### src/rtl/mic_pkg.sv
package mic_pkg;
  localparam int BYTE_W = 8;
  localparam int CTRL_CLR_BIT = 0;
  localparam int CTRL_GRPDIS_BIT = 7;
  typedef logic [BYTE_W-1:0] byte_t;
  typedef enum logic [2:0] {
    RK_STATUS,
    RK_MIRROR,
    RK_MASK,
    RK_CTRL,
    RK_IRQEN,
    RK_NONE
  } reg_kind_e;
endpackage

### src/rtl/mic_sync.sv
module mic_sync #(
  parameter int WIDTH = 5,
  parameter int STAGES = 2,
  parameter logic [WIDTH-1:0] RST_VAL = '0
) (
  input  logic             clk,
  input  logic             rst,
  input  logic [WIDTH-1:0] d,
  output logic [WIDTH-1:0] q
);
  logic [WIDTH-1:0] stg [STAGES];

  genvar s;
  generate
    for (s = 0; s < STAGES; s++) begin : g_stage
      if (s == 0) begin : g_first
        always_ff @(posedge clk) begin
          if (rst) stg[s] <= RST_VAL;
          else     stg[s] <= d;
        end
      end else begin : g_next
        always_ff @(posedge clk) begin
          if (rst) stg[s] <= RST_VAL;
          else     stg[s] <= stg[s-1];
        end
      end
    end
  endgenerate

  assign q = stg[STAGES-1];
endmodule

### src/rtl/mic_status_bank.sv
module mic_status_bank #(
  parameter int NUM_CH = 16
) (
  input  logic              clk,
  input  logic              rst,
  input  logic              round_done,
  input  logic [NUM_CH-1:0] set_vec,
  input  logic [NUM_CH-1:0] clr_vec,
  output logic [NUM_CH-1:0] status
);
  logic [NUM_CH-1:0] set_gated;

  assign set_gated = round_done ? set_vec : '0;

  always_ff @(posedge clk) begin
    if (rst) status <= '0;
    else     status <= (status & ~clr_vec) | set_gated;
  end
endmodule

### src/rtl/mic_cfg_regs.sv
module mic_cfg_regs
  import mic_pkg::*;
#(
  parameter int NUM_CH = 16,
  parameter int NUM_IRQ = 5,
  parameter int ADDR_W = 4
) (
  input  logic               clk,
  input  logic               rst,
  input  logic               wr_en,
  input  logic [ADDR_W-1:0]  wr_addr,
  input  byte_t              wr_data,
  output logic [NUM_CH-1:0]  mask,
  output logic               int_clr,
  output logic               grp_dis,
  output logic [NUM_IRQ-1:0] irq_en
);
  localparam int NB = NUM_CH / BYTE_W;
  localparam int MASK_BASE = 2 * NB;
  localparam logic [ADDR_W-1:0] CTRL_ADDR = ADDR_W'(3 * NB);
  localparam logic [ADDR_W-1:0] EN_ADDR = ADDR_W'(3 * NB + 1);

  genvar b;
  generate
    for (b = 0; b < NB; b++) begin : g_mask
      always_ff @(posedge clk) begin
        if (rst) begin
          mask[b*BYTE_W +: BYTE_W] <= '1;
        end else if (wr_en && wr_addr == ADDR_W'(MASK_BASE + b)) begin
          mask[b*BYTE_W +: BYTE_W] <= wr_data;
        end
      end
    end
  endgenerate

  always_ff @(posedge clk) begin
    if (rst) begin
      int_clr <= 1'b0;
      grp_dis <= 1'b1;
      irq_en  <= '0;
    end else if (wr_en) begin
      if (wr_addr == CTRL_ADDR) begin
        int_clr <= wr_data[CTRL_CLR_BIT];
        grp_dis <= wr_data[CTRL_GRPDIS_BIT];
      end
      if (wr_addr == EN_ADDR) irq_en <= wr_data[NUM_IRQ-1:0];
    end
  end
endmodule

### src/rtl/mic_combiner.sv
module mic_combiner
  import mic_pkg::*;
#(
  parameter int NUM_CH = 16,
  parameter int NUM_IRQ = 5,
  parameter int NUM_LOW_IRQ = 3,
  parameter int SYNC_STAGES = 2,
  parameter int ADDR_W = 4
) (
  input  logic               clk,
  input  logic               rst,
  input  logic               round_done,
  input  logic [NUM_CH-1:0]  above_hi,
  input  logic [NUM_CH-1:0]  below_lo,
  input  logic [NUM_IRQ-1:0] irq_raw,
  input  logic               wr_en,
  input  logic [ADDR_W-1:0]  wr_addr,
  input  logic [7:0]         wr_data,
  input  logic               rd_en,
  input  logic [ADDR_W-1:0]  rd_addr,
  output logic [7:0]         rd_data,
  output logic               int_n
);
  localparam int NB = NUM_CH / BYTE_W;
  localparam int MIR_BASE = NB;
  localparam int MASK_BASE = 2 * NB;
  localparam logic [ADDR_W-1:0] CTRL_ADDR = ADDR_W'(3 * NB);
  localparam logic [ADDR_W-1:0] EN_ADDR = ADDR_W'(3 * NB + 1);
  localparam logic [NUM_IRQ-1:0] IDLE_LVL = NUM_IRQ'((1 << NUM_LOW_IRQ) - 1);

  logic [NUM_CH-1:0]  status_q;
  logic [NUM_CH-1:0]  mask_q;
  logic [NUM_CH-1:0]  clr_vec;
  logic [NUM_IRQ-1:0] irq_sync;
  logic [NUM_IRQ-1:0] irq_act;
  logic [NUM_IRQ-1:0] irq_en;
  logic               int_clr;
  logic               grp_dis;
  logic               stat_hit;
  logic               irq_hit;
  byte_t              rd_next;

  mic_sync #(
    .WIDTH(NUM_IRQ), .STAGES(SYNC_STAGES), .RST_VAL(IDLE_LVL)
  ) u_sync (
    .clk(clk), .rst(rst), .d(irq_raw), .q(irq_sync)
  );

  mic_cfg_regs #(
    .NUM_CH(NUM_CH), .NUM_IRQ(NUM_IRQ), .ADDR_W(ADDR_W)
  ) u_cfg (
    .clk(clk), .rst(rst), .wr_en(wr_en), .wr_addr(wr_addr),
    .wr_data(wr_data), .mask(mask_q), .int_clr(int_clr),
    .grp_dis(grp_dis), .irq_en(irq_en)
  );

  genvar b, i;
  generate
    for (b = 0; b < NB; b++) begin : g_clr
      assign clr_vec[b*BYTE_W +: BYTE_W] =
        {BYTE_W{rd_en && rd_addr == ADDR_W'(b)}};
    end
    for (i = 0; i < NUM_IRQ; i++) begin : g_pol
      if (i < NUM_LOW_IRQ) begin : g_low
        assign irq_act[i] = ~irq_sync[i];
      end else begin : g_high
        assign irq_act[i] = irq_sync[i];
      end
    end
  endgenerate

  mic_status_bank #(.NUM_CH(NUM_CH)) u_bank (
    .clk(clk), .rst(rst), .round_done(round_done),
    .set_vec(above_hi | below_lo), .clr_vec(clr_vec), .status(status_q)
  );

  // Read selection: status and mirror share data, only status clears.
  function automatic reg_kind_e decode(input logic [ADDR_W-1:0] a);
    decode = RK_NONE;
    for (int k = 0; k < NB; k++) begin
      if (a == ADDR_W'(k))             decode = RK_STATUS;
      if (a == ADDR_W'(MIR_BASE + k))  decode = RK_MIRROR;
      if (a == ADDR_W'(MASK_BASE + k)) decode = RK_MASK;
    end
    if (a == CTRL_ADDR) decode = RK_CTRL;
    if (a == EN_ADDR)   decode = RK_IRQEN;
  endfunction

  always_comb begin
    rd_next = '0;
    unique case (decode(rd_addr))
      RK_STATUS, RK_MIRROR: begin
        for (int k = 0; k < NB; k++) begin
          if (rd_addr == ADDR_W'(k) || rd_addr == ADDR_W'(MIR_BASE + k))
            rd_next = status_q[k*BYTE_W +: BYTE_W];
        end
      end
      RK_MASK: begin
        for (int k = 0; k < NB; k++) begin
          if (rd_addr == ADDR_W'(MASK_BASE + k))
            rd_next = mask_q[k*BYTE_W +: BYTE_W];
        end
      end
      RK_CTRL: begin
        rd_next[CTRL_CLR_BIT]    = int_clr;
        rd_next[CTRL_GRPDIS_BIT] = grp_dis;
      end
      RK_IRQEN: rd_next = BYTE_W'(irq_en);
      default:  rd_next = '0;
    endcase
  end

  always_ff @(posedge clk) begin
    if (rst)        rd_data <= '0;
    else if (rd_en) rd_data <= rd_next;
  end

  assign stat_hit = |(status_q & ~mask_q);
  assign irq_hit  = !grp_dis && |(irq_act & irq_en);

  always_ff @(posedge clk) begin
    if (rst) int_n <= 1'b1;
    else     int_n <= !((stat_hit || irq_hit) && !int_clr);
  end
endmodule

### config.mk
export PLATFORM = sky130hd
export DESIGN_NAME = mic_combiner
export DESIGN_NICKNAME = d
export VERILOG_FILES = /design/src/rtl/mic_pkg.sv /design/src/rtl/mic_sync.sv /design/src/rtl/mic_status_bank.sv /design/src/rtl/mic_cfg_regs.sv /design/src/rtl/mic_combiner.sv
export SDC_FILE = /design/constraint.sdc
export NUM_CORES = 1
export LEC_CHECK = 0
export ABC_AREA = 1
export BUFFER_PORTS_ARGS = -buffer_cell sky130_fd_sc_hd__buf_4
export CAP_MARGIN = 10
export CELL_PAD_IN_SITES_DETAIL_PLACEMENT = 1
export CELL_PAD_IN_SITES_GLOBAL_PLACEMENT = 2
export CORE_MARGIN = 10
export CORE_UTILIZATION = 30
export CTS_CLUSTER_SIZE = 8
export DETAILED_ROUTE_END_ITERATION = 6
export PLACE_DENSITY_LB_ADDON = 0.1
export SLEW_MARGIN = 40
export SYNTH_ARGS = -nofsm -noshare
export SYNTH_HDL_FRONTEND = slang
export SYNTH_SLANG_ARGS = --single-unit
### constraint.sdc
create_clock -name clk -period 2.72 [get_ports clk]
set_clock_uncertainty 0.05 [all_clocks]
set_input_delay 0.272 -clock clk [delete_from_list [all_inputs] [get_ports clk]]
set_output_delay 0.272 -clock clk [all_outputs]
set_load 0.02 [all_outputs]
[Word level (Yosys, flattened, before mapping)]
Memories as Yosys holds them, arrays and structs flattened.
Cells that the tools add are included.
Cells by class
  equality and inequality tests: 15
  muxes and demuxes: 21
  reductions and logical operators: 19
  bitwise logic cells: 12
Operators with widths (count)
  $and A16 B16 Y16: 2
  $eq A4 B3 Y1 const B: 8
  $mux W8: 4
  $not A16 Y16: 2
  $or A16 B16 Y16: 2
  $mux W3: 8
  $pmux W6 S3: 1
  $mux W16: 1
  $reduce_or A16 Y1: 1
  $mux W5: 2
  $eq A4 B2 Y1 const B: 2
  $eq A3 B2 Y1 const B: 2
  $logic_and A1 B1 Y1: 6
  $and A5 B5 Y5: 1
  $reduce_or A5 Y1: 1
  $eq A4 B1 Y1 const B: 1
  $logic_not A4 Y1: 1
  $pmux W1 S4: 1
  $reduce_and A2 Y1: 2
  $eq A3 B1 Y1 const B: 1
  $eq A3 B3 Y1 const B: 1
  $logic_not A1 Y1: 3
  $logic_not A3 Y1: 1
  $logic_or A1 B1 Y1: 3
  other kinds (5): 10
Storage, ports and cells
  bits of input ports: 58
  flip-flop bits (word level): 48
  logic and storage cells: 76
  memories kept: 1
  bits in writable memories: 10
  output and inout port bits: 9
Memories
  u_sync.stg: depth 2, width 5, read ports 2, clocked after memory_dff 0, write ports 2, RTL line mic_sync.sv:11  | logic [WIDTH-1:0] stg [STAGES];

[Logic depth before layout (Yosys ltp)]
  word-level depth: 12
  mapped depth: 10
  gate-level depth less buffers: 9

[Modules after synthesis]
From an unflattened synthesis, not the netlist that was laid out.
Second synthesis, totals
  cells, all modules: 418
  area total of the unflattened synthesis: 2895.3 µm²
Modules (own cells, without submodules)
  mic_combiner: sequential area each 180.2 µm², area an instance 989.7 µm², instances 1, cells each 182
  mic_cfg_regs: sequential area each 460.4 µm², area an instance 939.7 µm², instances 1, cells each 121
  mic_status_bank: sequential area each 320.3 µm², area an instance 686.9 µm², instances 1, cells each 84
  mic_sync: sequential area each 200.2 µm², area an instance 279.0 µm², instances 1, cells each 31

[Least setup slack after synthesis]
No wires, ideal clock.
  kind: input port to flip-flop
  start: in wr_addr[2]
  end: reg u_cfg.mask[11]
  required time: 2532 ps
  stages on the path: 8
  library setup time: 138 ps
  path slack: 1598 ps
  data arrival time: 934 ps
  path through: inv_1 -> nor2_2 -> inv_2 -> nor2_2 -> nand2_1 -> inv_2 -> buf_6 -> o211ai_1
On the way
  cells in the longest elaborated chain, start to end: 2
RTL lines
  start, declared: RTL line mic_combiner.sv:17  | input logic [ADDR_W-1:0] wr_addr,
  $eq A4 B3 Y1: RTL line mic_cfg_regs.sv:29  | end else if (wr_en && wr_addr == ADDR_W'(MASK_BASE + b)) begin
  $logic_and A1 B1 Y1: RTL line mic_cfg_regs.sv:29
  end signal, assigned by index: RTL line mic_cfg_regs.sv:30  | mask[b*BYTE_W +: BYTE_W] <= wr_data;
  end, declared: RTL line mic_cfg_regs.sv:13  | output logic [NUM_CH-1:0] mask,
Every way passes these cells.
A chain may end at the register's enable or synchronous reset.

==> summary.txt <==
Yosys top cell area share = 45.9%
final setup TNS = 0 ns
die area = 12,500 um^2
maxcap violations = 0
Initial Util = 30.8%
first-pass GRT wire length = 13.8 mm
post-cts gate resize count = 0
delay-heaviest family, CP = buffers and inverters
FF/Latch Area = 1160 um^2
DRT antenna net count = 0
CP max-delay cell = clkinv_1
hpwl dp = 6.50 mm
HP Class = in -> reg
endpoints failing setup = 0
initial antenna violation count = 0
Post-Syn Area = 2530 um^2
Die W = 112 um
residual DRC count = 0
Synth Register Bits = 58
synth warn = 0
unrepaired setup endpoints after global routing = false
setup slack, reg-to-reg = 1.59 ns
Max Slew Vio Count = 0
Pwr Density = 566 nW/um^2
crit share post-route = 53.2%
Setup Buffers After CTS = 0
CP Buf/Inv Count = 2
GRT Total Usage = 13.5%
fin crit period = 1.45 ns
FF-to-FF Start = u_cfg.mask[2]
Netlist cell types = 25
cts bufs inserted = 9
Detailed Route WL = 8.24 mm
hold path cells = 2
Worst Reg-to-Reg Cells = 8
CTS tree = done
status = finished clean
critical-path cell list = buf_4, clkinv_1, o21ai_0, nor2_1
commonest non-fill, non-tap cell in the layout = nand2_1
worst reg2reg endpoint = int_n
ys async rst share = 0%
insertion delay to the later sink of the worst-skew pair = 0.34 ns
max incr delay on CP = 0.69 ns
peak supply drop = 0.370 mV
core area = 8220 um^2
WL/cell = 15.5 um
DIE HEIGHT = 112 um
post-layout util = 39.7%
total global routing overflow = 0
Hold EP = u_sync.stg[0][1]
Ports = 67
crit path kind = in -> reg
CP Max Fanout = 31
sequential share of the synthesized area = 45.9%
Avg Synthesized Cell Area = 7.13 um^2
GPL Wtd Cong = 0.801
Pre-antenna DRT Iters = 4
WP data arrival = 1.63 ns
area grow syn2layout = 29.0%
cell row count = 33
Syn Inst Count = 355
hold_sp = irq_raw[1]
Nets = 480
Buffers on Ports = 66
area occupied by multi-input gates = 1140 um^2
Critical Path Source Type = input port
CTS Buffer Depth = 2
vias in the first global route = 2,651
largest net degree at the start of global routing = 32
FMAX = 0.691 GHz
net count after synthesis = 413
number of flops mapped to enable cells by yosys = 0
Reg clk slew, reported paths = 0.07 ns
Pwr Total = 1.85 mW
fill cell count = 1,067
Final Hold Vio Count = 0
ranking of synthesized cells by area = dfxtp_1, nand2_1, o21ai_0
H-tree Lvls = 3
share of cells above drive strength 1 = 24.1%
main flop type after synthesis = dfxtp_1
hold_buf cts = 0
diode count = 0
CP required = 2.90 ns
vias post-DR = 2,485
Worst-Margin Slew = 0.750 ns
root buffer cell = clkbuf_8
post-synth top area cell = dfxtp_1
slew margin rel. = 49.7%
leakage power = 1.56 nW
most frequent cells in the layout = nand2_1, buf_4, dfxtp_1
vias per cell = 4.67
CTS sink count = 58
CP Capture Type = flip-flop
DRT iter0 DRCs = 106
-- cells in the mapped netlist (4+ instances only) --
master    instances
a21oi_1          22
nor3_1            4
dfxtp_1          58
o22ai_1           8
inv_1            38
or2_2             6
o21ai_0          34
nand2_1          96
nand3_1          22
inv_2             5
nor2_1           30
o211ai_1          8
clkbuf_1          5
-- worst max-delay path by stage --
stage          depth (start not counted)         endpoint  slack, ns       start
2_1_floorplan                          8   u_cfg.mask[11]       1.60  wr_addr[2]
3_3_place_gp                           4       rd_data[3]       0.95         rst
3_5_place_dp                           4       rd_data[3]       0.90         rst
4_1_cts                                4  u_cfg.irq_en[0]       1.27         rst
5_1_grt                                4  u_cfg.irq_en[1]       1.09         rst
6_report                               4       rd_data[3]       1.27         rst
-- final cells by class --
cell class | instances | share of cell area [%]
flip-flops and latches | 58 | 35.6
multi-input cells | 243 | 34.9
repair buffers | 66 | 15.2
inverters | 44 | 5.06
clock buffers | 11 | 4.33
well taps | 105 | 4.02
clock inverters | 5 | 0.920
-- where the power goes --
part           leakage [nW]  internal (mW)  switching (mW)
clock network        0.0851          0.350           0.356
logic                 0.994          0.106           0.120
registers             0.477          0.891          0.0252
total                  1.56           1.35           0.501
-- per-layer routing --
layer	track usage, %	up-vias	part of all wire [%]
met3	4.46	8	4.4
met4	4.11	0	1.1
met1	16.1	1157	45
met5	0	-	0
met2	22.5	47	49
li1	-	1273	-
-- logic make-up after synthesis --
logic type      count (synthesis)  share of synthesized area (%)
buf+inv                        54                           9.05
simple gates                  167                           28.3
compound gates                 76                           16.8
flops                          58                           45.9
-- registers in the layout, indices dropped and copies added (netlist names) --
signal         cells
int_n              1
rd_data            8
u_cfg.grp_dis      1
u_cfg.irq_en       5
u_cfg.int_clr      1
u_sync.stg        10
u_cfg.mask        16
u_bank.status     16
-- per-stage QoR --
step	instance area (um^2)	worst slack, ns	cells	hold WS (ns)
floorplan	2530	1.60	355	0.326
global placement	3090	0.947	516	0.342
detailed placement	3090	0.899	516	0.348
CTS	3270	1.27	532	0.0490
global route	3270	1.09	532	0.0412
finish	3270	1.27	532	0.0580
No activity file was read; power rests on OpenSTA's default activity.
